<file path="config.mk">
export PLATFORM = sky130hd
export DESIGN_NAME = bitclk_ratio_monitor
export DESIGN_NICKNAME = d
export VERILOG_FILES = /design/src/rtl/brm_pkg.sv /design/src/rtl/brm_sync_edge.sv /design/src/rtl/brm_frame_counter.sv /design/src/rtl/brm_lock_tracker.sv /design/src/rtl/bitclk_ratio_monitor.sv
export SDC_FILE = /design/constraint.sdc
export NUM_CORES = 1
export LEC_CHECK = 0
export ABC_AREA = 1
export BUFFER_PORTS_ARGS = -buffer_cell sky130_fd_sc_hd__buf_2
export CAP_MARGIN = 20
export CORE_MARGIN = 3
export CORE_UTILIZATION = 62
export CTS_CLUSTER_SIZE = 8
export DETAILED_ROUTE_END_ITERATION = 8
export GPL_TIMING_DRIVEN = 1
export PLACE_DENSITY = 0.89
export SYNTH_ARGS = -nofsm -noshare
export SYNTH_HDL_FRONTEND = slang
export SYNTH_SLANG_ARGS = --single-unit
</file>
<file path="constraint.sdc">
create_clock -name mclk_i -period 4.4 [get_ports mclk_i]
set_clock_uncertainty 0.1 [all_clocks]
set_input_delay 0.22 -clock mclk_i [delete_from_list [all_inputs] [get_ports mclk_i]]
set_output_delay 0.22 -clock mclk_i [all_outputs]
set_load 0.03 [all_outputs]
</file>
<file path="src/rtl/brm_pkg.sv">
package brm_pkg;

    typedef enum logic [1:0] {
        SPD_SINGLE = 2'b00,
        SPD_DOUBLE = 2'b01,
        SPD_QUAD   = 2'b10,
        SPD_RSVD   = 2'b11
    } speed_e;

    localparam int CNT_W = 8;
    localparam int SYNC_STAGES = 2;

    typedef logic [CNT_W-1:0] cnt_t;

    localparam cnt_t CNT_MAX = '1;

    // one completed frame measurement
    typedef struct packed {
        logic valid;
        cnt_t count;
    } meas_t;

    // result of comparing a measurement with the stored reference
    typedef enum logic [1:0] {
        CMP_ILLEGAL,
        CMP_FIRST,
        CMP_MATCH,
        CMP_CHANGED
    } cmp_e;

    function automatic logic ratio_legal(cnt_t c, speed_e m);
        logic base;
        base = (c == cnt_t'(32)) || (c == cnt_t'(48)) || (c == cnt_t'(64));
        return base || ((m == SPD_SINGLE) && (c == cnt_t'(128)));
    endfunction

endpackage

</file>
<file path="src/rtl/brm_sync_edge.sv">
module brm_sync_edge #(
    parameter int WIDTH  = 2,
    parameter int STAGES = 2
) (
    input  logic             clk_i,
    input  logic             rst_i,
    input  logic [WIDTH-1:0] async_i,
    output logic [WIDTH-1:0] rise_o
);

    localparam int LAST = STAGES - 1;

    logic [WIDTH-1:0] stage_q [STAGES];
    logic [WIDTH-1:0] prev_q;

    always_ff @(posedge clk_i) begin
        if (rst_i) begin
            for (int s = 0; s < STAGES; s++) begin
                stage_q[s] <= '0;
            end
            prev_q <= '0;
        end else begin
            stage_q[0] <= async_i;
            for (int s = 1; s < STAGES; s++) begin
                stage_q[s] <= stage_q[s-1];
            end
            prev_q <= stage_q[LAST];
        end
    end

    for (genvar b = 0; b < WIDTH; b++) begin : g_edge
        assign rise_o[b] = stage_q[LAST][b] & ~prev_q[b];
    end

endmodule

</file>
<file path="src/rtl/brm_frame_counter.sv">
module brm_frame_counter
    import brm_pkg::*;
(
    input  logic  clk_i,
    input  logic  rst_i,
    input  logic  bit_rise_i,
    input  logic  frame_rise_i,
    output meas_t meas_o,
    output cnt_t  run_cnt_o
);

    cnt_t  run_q;
    logic  armed_q;
    meas_t meas_q;

    always_ff @(posedge clk_i) begin
        if (rst_i) begin
            run_q   <= '0;
            armed_q <= 1'b0;
            meas_q  <= '0;
        end else begin
            meas_q.valid <= 1'b0;
            if (frame_rise_i) begin
                armed_q <= 1'b1;
                if (armed_q) begin
                    meas_q.valid <= 1'b1;
                    meas_q.count <= run_q;
                end
                run_q <= bit_rise_i ? cnt_t'(1) : '0;
            end else if (bit_rise_i && (run_q != CNT_MAX)) begin
                run_q <= run_q + cnt_t'(1);
            end
        end
    end

    assign meas_o    = meas_q;
    assign run_cnt_o = run_q;

endmodule

</file>
<file path="src/rtl/brm_lock_tracker.sv">
module brm_lock_tracker
    import brm_pkg::*;
(
    input  logic   clk_i,
    input  logic   rst_i,
    input  meas_t  meas_i,
    input  speed_e speed_i,
    output cnt_t   ratio_o,
    output logic   lock_o,
    output logic   err_o
);

    cnt_t ref_q;
    logic ref_ok_q;
    cnt_t ratio_q;
    logic lock_q;
    logic err_q;
    cmp_e cmp;

    always_comb begin
        if (!ratio_legal(meas_i.count, speed_i)) begin
            cmp = CMP_ILLEGAL;
        end else if (!ref_ok_q) begin
            cmp = CMP_FIRST;
        end else if (meas_i.count == ref_q) begin
            cmp = CMP_MATCH;
        end else begin
            cmp = CMP_CHANGED;
        end
    end

    always_ff @(posedge clk_i) begin
        if (rst_i) begin
            ref_q    <= '0;
            ref_ok_q <= 1'b0;
            ratio_q  <= '0;
            lock_q   <= 1'b0;
            err_q    <= 1'b0;
        end else begin
            err_q <= 1'b0;
            if (meas_i.valid) begin
                ratio_q <= meas_i.count;
                unique case (cmp)
                    CMP_ILLEGAL: begin
                        lock_q   <= 1'b0;
                        err_q    <= 1'b1;
                        ref_ok_q <= 1'b0;
                    end
                    CMP_FIRST: begin
                        ref_q    <= meas_i.count;
                        ref_ok_q <= 1'b1;
                    end
                    CMP_MATCH: begin
                        lock_q <= 1'b1;
                    end
                    CMP_CHANGED: begin
                        lock_q <= 1'b0;
                        err_q  <= 1'b1;
                        ref_q  <= meas_i.count;
                    end
                    default: ;
                endcase
            end
        end
    end

    assign ratio_o = ratio_q;
    assign lock_o  = lock_q;
    assign err_o   = err_q;

endmodule

</file>
<file path="src/rtl/bitclk_ratio_monitor.sv">
module bitclk_ratio_monitor
    import brm_pkg::*;
(
    input  logic       mclk_i,
    input  logic       rst_i,
    input  logic       bit_clk_i,
    input  logic       frame_clk_i,
    input  logic [1:0] speed_i,
    output logic [7:0] ratio_o,
    output logic       lock_o,
    output logic       err_o
);

    logic [1:0] rise;
    logic       bit_rise;
    logic       frame_rise;
    meas_t      meas;
    cnt_t       run_cnt;
    cnt_t       ratio;

    brm_sync_edge #(
        .WIDTH  (2),
        .STAGES (SYNC_STAGES)
    ) u_sync (
        .clk_i   (mclk_i),
        .rst_i   (rst_i),
        .async_i ({frame_clk_i, bit_clk_i}),
        .rise_o  (rise)
    );

    assign bit_rise   = rise[0];
    assign frame_rise = rise[1];

    brm_frame_counter u_count (
        .clk_i        (mclk_i),
        .rst_i        (rst_i),
        .bit_rise_i   (bit_rise),
        .frame_rise_i (frame_rise),
        .meas_o       (meas),
        .run_cnt_o    (run_cnt)
    );

    brm_lock_tracker u_track (
        .clk_i   (mclk_i),
        .rst_i   (rst_i),
        .meas_i  (meas),
        .speed_i (speed_e'(speed_i)),
        .ratio_o (ratio),
        .lock_o  (lock_o),
        .err_o   (err_o)
    );

    assign ratio_o = ratio;

endmodule

</file>
After elaboration in Yosys (flattened, before gate mapping)
Memories as Yosys holds them, arrays and structs flattened. Cells that the tools add are included.

Register bits: 39. Memory bits (writable): 4. Memories kept: 1.

Reductions and logical operators: 18. Equal/unequal tests: 9. Add/sub/neg operators: 1. Bitwise gates (word level): 8. Mux-type cells: 15.

Memories: u_sync.stage_q (depth 2, bits a word 2, read ports 2, clocked after memory_dff 0, wr ports 2, line brm_sync_edge.sv:13) `logic [WIDTH-1:0] stage_q [STAGES];`.

Operators with widths (number): $eq 8x6->1 const B (2); $mux 8 (2); $mux 9 (1); $add 8x1->8 const B (1); $eq 8x7->1 const B (1); $eq 8x8->1 (1); $eq 8x8->1 const B (1); $mux 2 (4); $ne 8x8->1 const B (1); $reduce_and 2->1 (4); $reduce_or 2->1 (4); $mux 1 (6); $reduce_bool 2->1 (3); $eq 2x2->1 const B (2); $logic_not 2->1 (2); $not 1->1 (4); $pmux 1 s2 (2); $logic_or 1x1->1 (3); $and 1x1->1 (2); $eq 2x1->1 const B (1); $logic_and 1x1->1 (2); $or 1x1->1 (2).

Longest topological paths before layout
Depth in word-level cells: 9. Mapped depth: 12. Mapped depth without buffers: 12.

By module
From an unflattened synthesis, not the netlist that was laid out.

Cells, all modules: 248. Area, all modules: 1889.3 um^2.

Modules (own cells, without submodules): brm_lock_tracker (cells each 125, area each 913.4 um^2, seq. area each 380.4 um^2, times used 1); brm_frame_counter (cells each 103, area each 803.3 um^2, seq. area each 360.3 um^2, times used 1); brm_sync_edge (cells each 20, area each 172.7 um^2, seq. area each 120.1 um^2, times used 1).

Worst setup path after synthesis
OpenSTA, ideal clock, no wires.

Path type: register to register. Start: reg u_count.meas_q (netlist bit u_count.meas_o[7]). End: reg u_track.ref_ok_q. Setup time: 132 ps. Arrival time: 1439 ps. Clock period less this slack: 1671 ps. Cell stages (with the launch flop): 11. Path slack: 2729 ps. Cells stage by stage: dfxtp_1 > inv_2 > a21oi_1 > nand3_1 > nor2_1 > nand2_2 > and2_1 > ha_1 > nor2_1 > o21bai_1 > a21oi_1.

Word-level cells in the longest chain between the ends: 8.

RTL lines: start, declared (line brm_frame_counter.sv:14) `meas_t meas_q;`; $eq 8x6->1 (line brm_pkg.sv:33) `base = (c == cnt_t'(32)) || (c == cnt_t'(48)) || (c == cnt_t'(64));`; $logic_or 1x1->1 (2 in a row) (line brm_pkg.sv:33); $logic_or 1x1->1 (line brm_pkg.sv:34) `return base || ((m == SPD_SINGLE) && (c == cnt_t'(128)));`; $mux 2 (*) (line brm_lock_tracker.sv:21) `if (!ratio_legal(meas_i.count, speed_i)) begin`; $eq 2x1->1 / $logic_not 2->1 (equally long branches) (line brm_lock_tracker.sv:43) `unique case (cmp)`; $reduce_bool 2->1 (no line); $reduce_and 2->1 (no line); end signal, assigned (line brm_lock_tracker.sv:35) `ref_ok_q <= 1'b0;`; end signal, assigned (line brm_lock_tracker.sv:47) `ref_ok_q <= 1'b0;`; end signal, assigned (line brm_lock_tracker.sv:51) `ref_ok_q <= 1'b1;`; end, declared (line brm_lock_tracker.sv:14) `logic ref_ok_q;`.

Mark *: on every way between the ends. The rest lies on a longest branch, timed or not. A chain may end at the register's enable or synchronous reset.

Worst setup path in the final report
Start: reg u_count.meas_q (netlist bit u_count.meas_o[5]). End: reg u_track.ref_ok_q.

Same word-level chain as after synthesis.

==> results.py <==
metrics = {
    "synth": {
        "netlist_instances": 243,
        "synth_xor_area_share_pct": 1.46,
        "synth_top_family_by_area": "simple AND/OR/NAND/NOR gates",
        "ys_seq_elements": 43,
        "syn-cell-area_um2": 1800,
        "synth.area.mux_share_pct": 0,
        "synth_compound_area_share_pct": 10.8,
        "seq_area_frac_synth_pct": 47.8,
        "synth-simple-area-share_pct": 29.3,
        "synth_adder_area_share_pct": 1.39,
        "postSynthNetCount": 251,
        "syn_avg_cell_area_um2": 7.41,
        "synth.distinct_cells": 29,
        "synth_warnings": 0,
    },
    "timing": {
        "setup_viol": 0,
        "fin_crit_sh_pct": 44.3,
        "setup-tns-final_ns": 0,
        "slew-limit-headroom_pct": 56.2,
        "fmax_mhz": 513,
        "worstMarginPinSlew_ns": 0.656,
        "hold_violations": 0,
        "rsz0062_at_grt": "false",
        "maxSlewViolCount": 0,
        "whs_ns": 0.196,
        "final_period_minus_worst_setup_slack_ns": 1.95,
    },
    "critical_path": {
        "worst_setup_path_end_kind": "flip-flop",
        "critPathArrivalTime_ns": 2.08,
        "rrSetupSlack_ns": 2.45,
        "path_max_fanout": 6,
        "required_ns": 4.53,
        "worst-setup-path-type": "flip-flop to flip-flop",
        "startpoint_type": "flip-flop",
    },
    "floorplanning": {
        "initial_core_util_pct": 68.9,
        "ios": 16,
        "die_x_um": 59.9,
        "die_y_um": 59.9,
        "dieArea_um2": 3590,
        "core_um2": 2610,
        "rows": 18,
    },
    "layout": {
        "multi_input_comb_area_um2": 773,
        "syn_to_final_growth_pct": 9.52,
        "antennaDiodeCount": 0,
        "nNetsFinal": 268,
        "register_area_um2": 861,
        "finalNonFillerCells": 291,
        "fillCellCount": 204,
        "final_layout_size_suffix_gt1_share_pct": 17.2,
    },
    "pwr": {
        "peakVddDrop_mv": 0.274,
        "p_leak_nw": 0.832,
        "p_per_area_nw_per_um2": 325,
    },
    "run": {
        "cap_violations": 0,
    },
    "clocking": {
        "clock_latency_ns": 0.35,
        "cts_setup_buffers": 0,
        "cts_tree": "done",
        "cts.repair.resized": 0,
        "cts_sinks": 43,
        "cts_root_buf": "clkbuf_4",
        "h-tree-depth": 2,
        "cts_made_buffers": 5,
        "postCtsHoldBufs": 2,
        "cts.clk_slew.worst_paths_ns": 0.12,
        "clock_path_buffers": 2,
    },
    "routing": {
        "dr.pass1.iters": 4,
        "viasPerCell": 5.23,
        "via_count": 1521,
        "first_iter_violations": 108,
        "routed_wl_mm": 3.48,
        "wl_per_cell_um": 12.0,
        "ant_nets": 0,
        "drc_errors": 0,
    },
    "min_path": {
        "hold_path.class": "input pin to flip-flop",
    },
    "grt": {
        "grt_use_total_pct": 21.2,
        "antenna_found_initial": 0,
        "grt_pass1_wl_mm": 5.64,
        "grt_max_degree": 28,
        "grt_pass1_vias": 1284,
        "grt-ovfl-total": 0,
    },
    "run_status": {
        "outcome": "finished clean",
    },
    "place": {
        "dp_hpwl_mm": 2.43,
        "dp_cells": 281,
        "gp_congestion": 0.881,
        "port_buffers": 15,
    },
}
## flip-flops by register name, summed over array words and instances, names as in the netlist
signal             cells
u_track.ref_q          8
u_count.armed_q        1
u_sync.stage_q         4
u_track.ref_ok_q       1
u_track.err_o          1
u_count.meas_o         9
u_count.run_cnt_o      8
u_track.ratio_o        8
u_track.lock_o         1
u_sync.prev_q          2
## cell type report
class	instances	area share, %
clock buffer	8	3.49
multi-input combinational	157	39.2
tap	30	1.90
timing repair buffer	17	4.82
sequential	43	43.7
inverter	36	6.92
## critical path, stage by stage (launching register included)
cell	delay [ns]
dfxtp_1	0.43
inv_2	0.07
nand2_1	0.07
nand2_1	0.05
clkinv_1	0.04
nand3_1	0.06
nor2_1	0.11
nand2_2	0.13
and2_1	0.17
ha_1	0.18
nor2_1	0.17
o21bai_1	0.15
a21oi_1	0.09
## per-stage QoR
stage	worst slack, ns	utilization [%]	cell area (µm²)	power, mW
after detailed placement	2.51	72.1	1880	0.435
final	2.45	75.5	1970	0.640
after floorplan	2.73	-	1800	0.427
after global routing	2.30	75.5	1970	0.667
after CTS	2.47	75.5	1970	0.646
after global placement	2.58	72.1	1880	0.434
## Yosys cell counts, drive strengths merged
library cell / count / area, µm²
and2: 1 / 6.26
nor3: 6 / 30.0
xor2: 1 / 8.76
dfxtp: 43 / 861
o21ai: 15 / 75.1
nand3b: 1 / 11.3
xnor2: 2 / 17.5
a211oi: 4 / 30.0
inv: 34 / 128
ha: 2 / 25.0
nor2: 48 / 203
o211ai: 1 / 7.51
o21bai: 1 / 7.51
a21oi: 15 / 75.1
nand4: 2 / 12.5
buf: 2 / 10.0
and3: 1 / 6.26
clkinv: 2 / 8.75
nand3: 15 / 87.6
clkbuf: 5 / 20.0
nand2: 42 / 170
## power by group
group	internal, mW	switching [mW]	total [mW]
Combinational	0.0101	0.0204	0.0305
Clock	0.0941	0.119	0.213
Sequential	0.394	0.00313	0.397
Total	0.498	0.142	0.640
## metal layers
layer / vias to the layer above / part of all wire (%) / global-route usage [%]
li1: 798 / - / -
met1: 674 / 49 / 27.6
met2: 42 / 43 / 32.3
met3: 7 / 5.9 / 6.91
met4: 0 / 1.6 / 8.23
met5: - / 0 / 0
## cells by family (layout without fill, tap and decap cells)
group | Yosys count | count (layout)
DFF | 43 | 43
adders and majority gates | 2 | 2
and+or+nand+nor | 116 | 116
xor gates and xnor gates | 3 | 3
buffers and inverters | 43 | 61
AOI/OAI and AO/OA | 36 | 36
## worst paths after layout
check	startpoint	end	depth (start not counted)
worst max-delay path	u_count.meas_o[5]$_SDFFE_PP0P_	u_track.ref_ok_q$_SDFFE_PP0P_	12
worst min-delay path	rst_i	u_track.ref_q[1]$_SDFFE_PP0P_	2
worst max register to register	u_count.meas_o[5]$_SDFFE_PP0P_	u_track.ref_ok_q$_SDFFE_PP0P_	12
worst min register to register	u_sync.stage_q[0][1]$_SDFF_PP0_	u_sync.stage_q[0][3]$_SDFF_PP0_	2
## cell usage in the layout (no fill, tap or decap), drive strengths merged, types with 4 or more instances in the layout
| cell | synthesis | final |
|---|---|---|
| nand3 | 15 | 15 |
| dfxtp | 43 | 43 |
| inv | 34 | 34 |
| buf | 2 | 15 |
| o21ai | 15 | 15 |
| nand2 | 42 | 42 |
| nor3 | 6 | 6 |
| clkbuf | 5 | 8 |
| nor2 | 48 | 48 |
| a211oi | 4 | 4 |
| a21oi | 15 | 15 |
(Power assumes the default switching activity.)
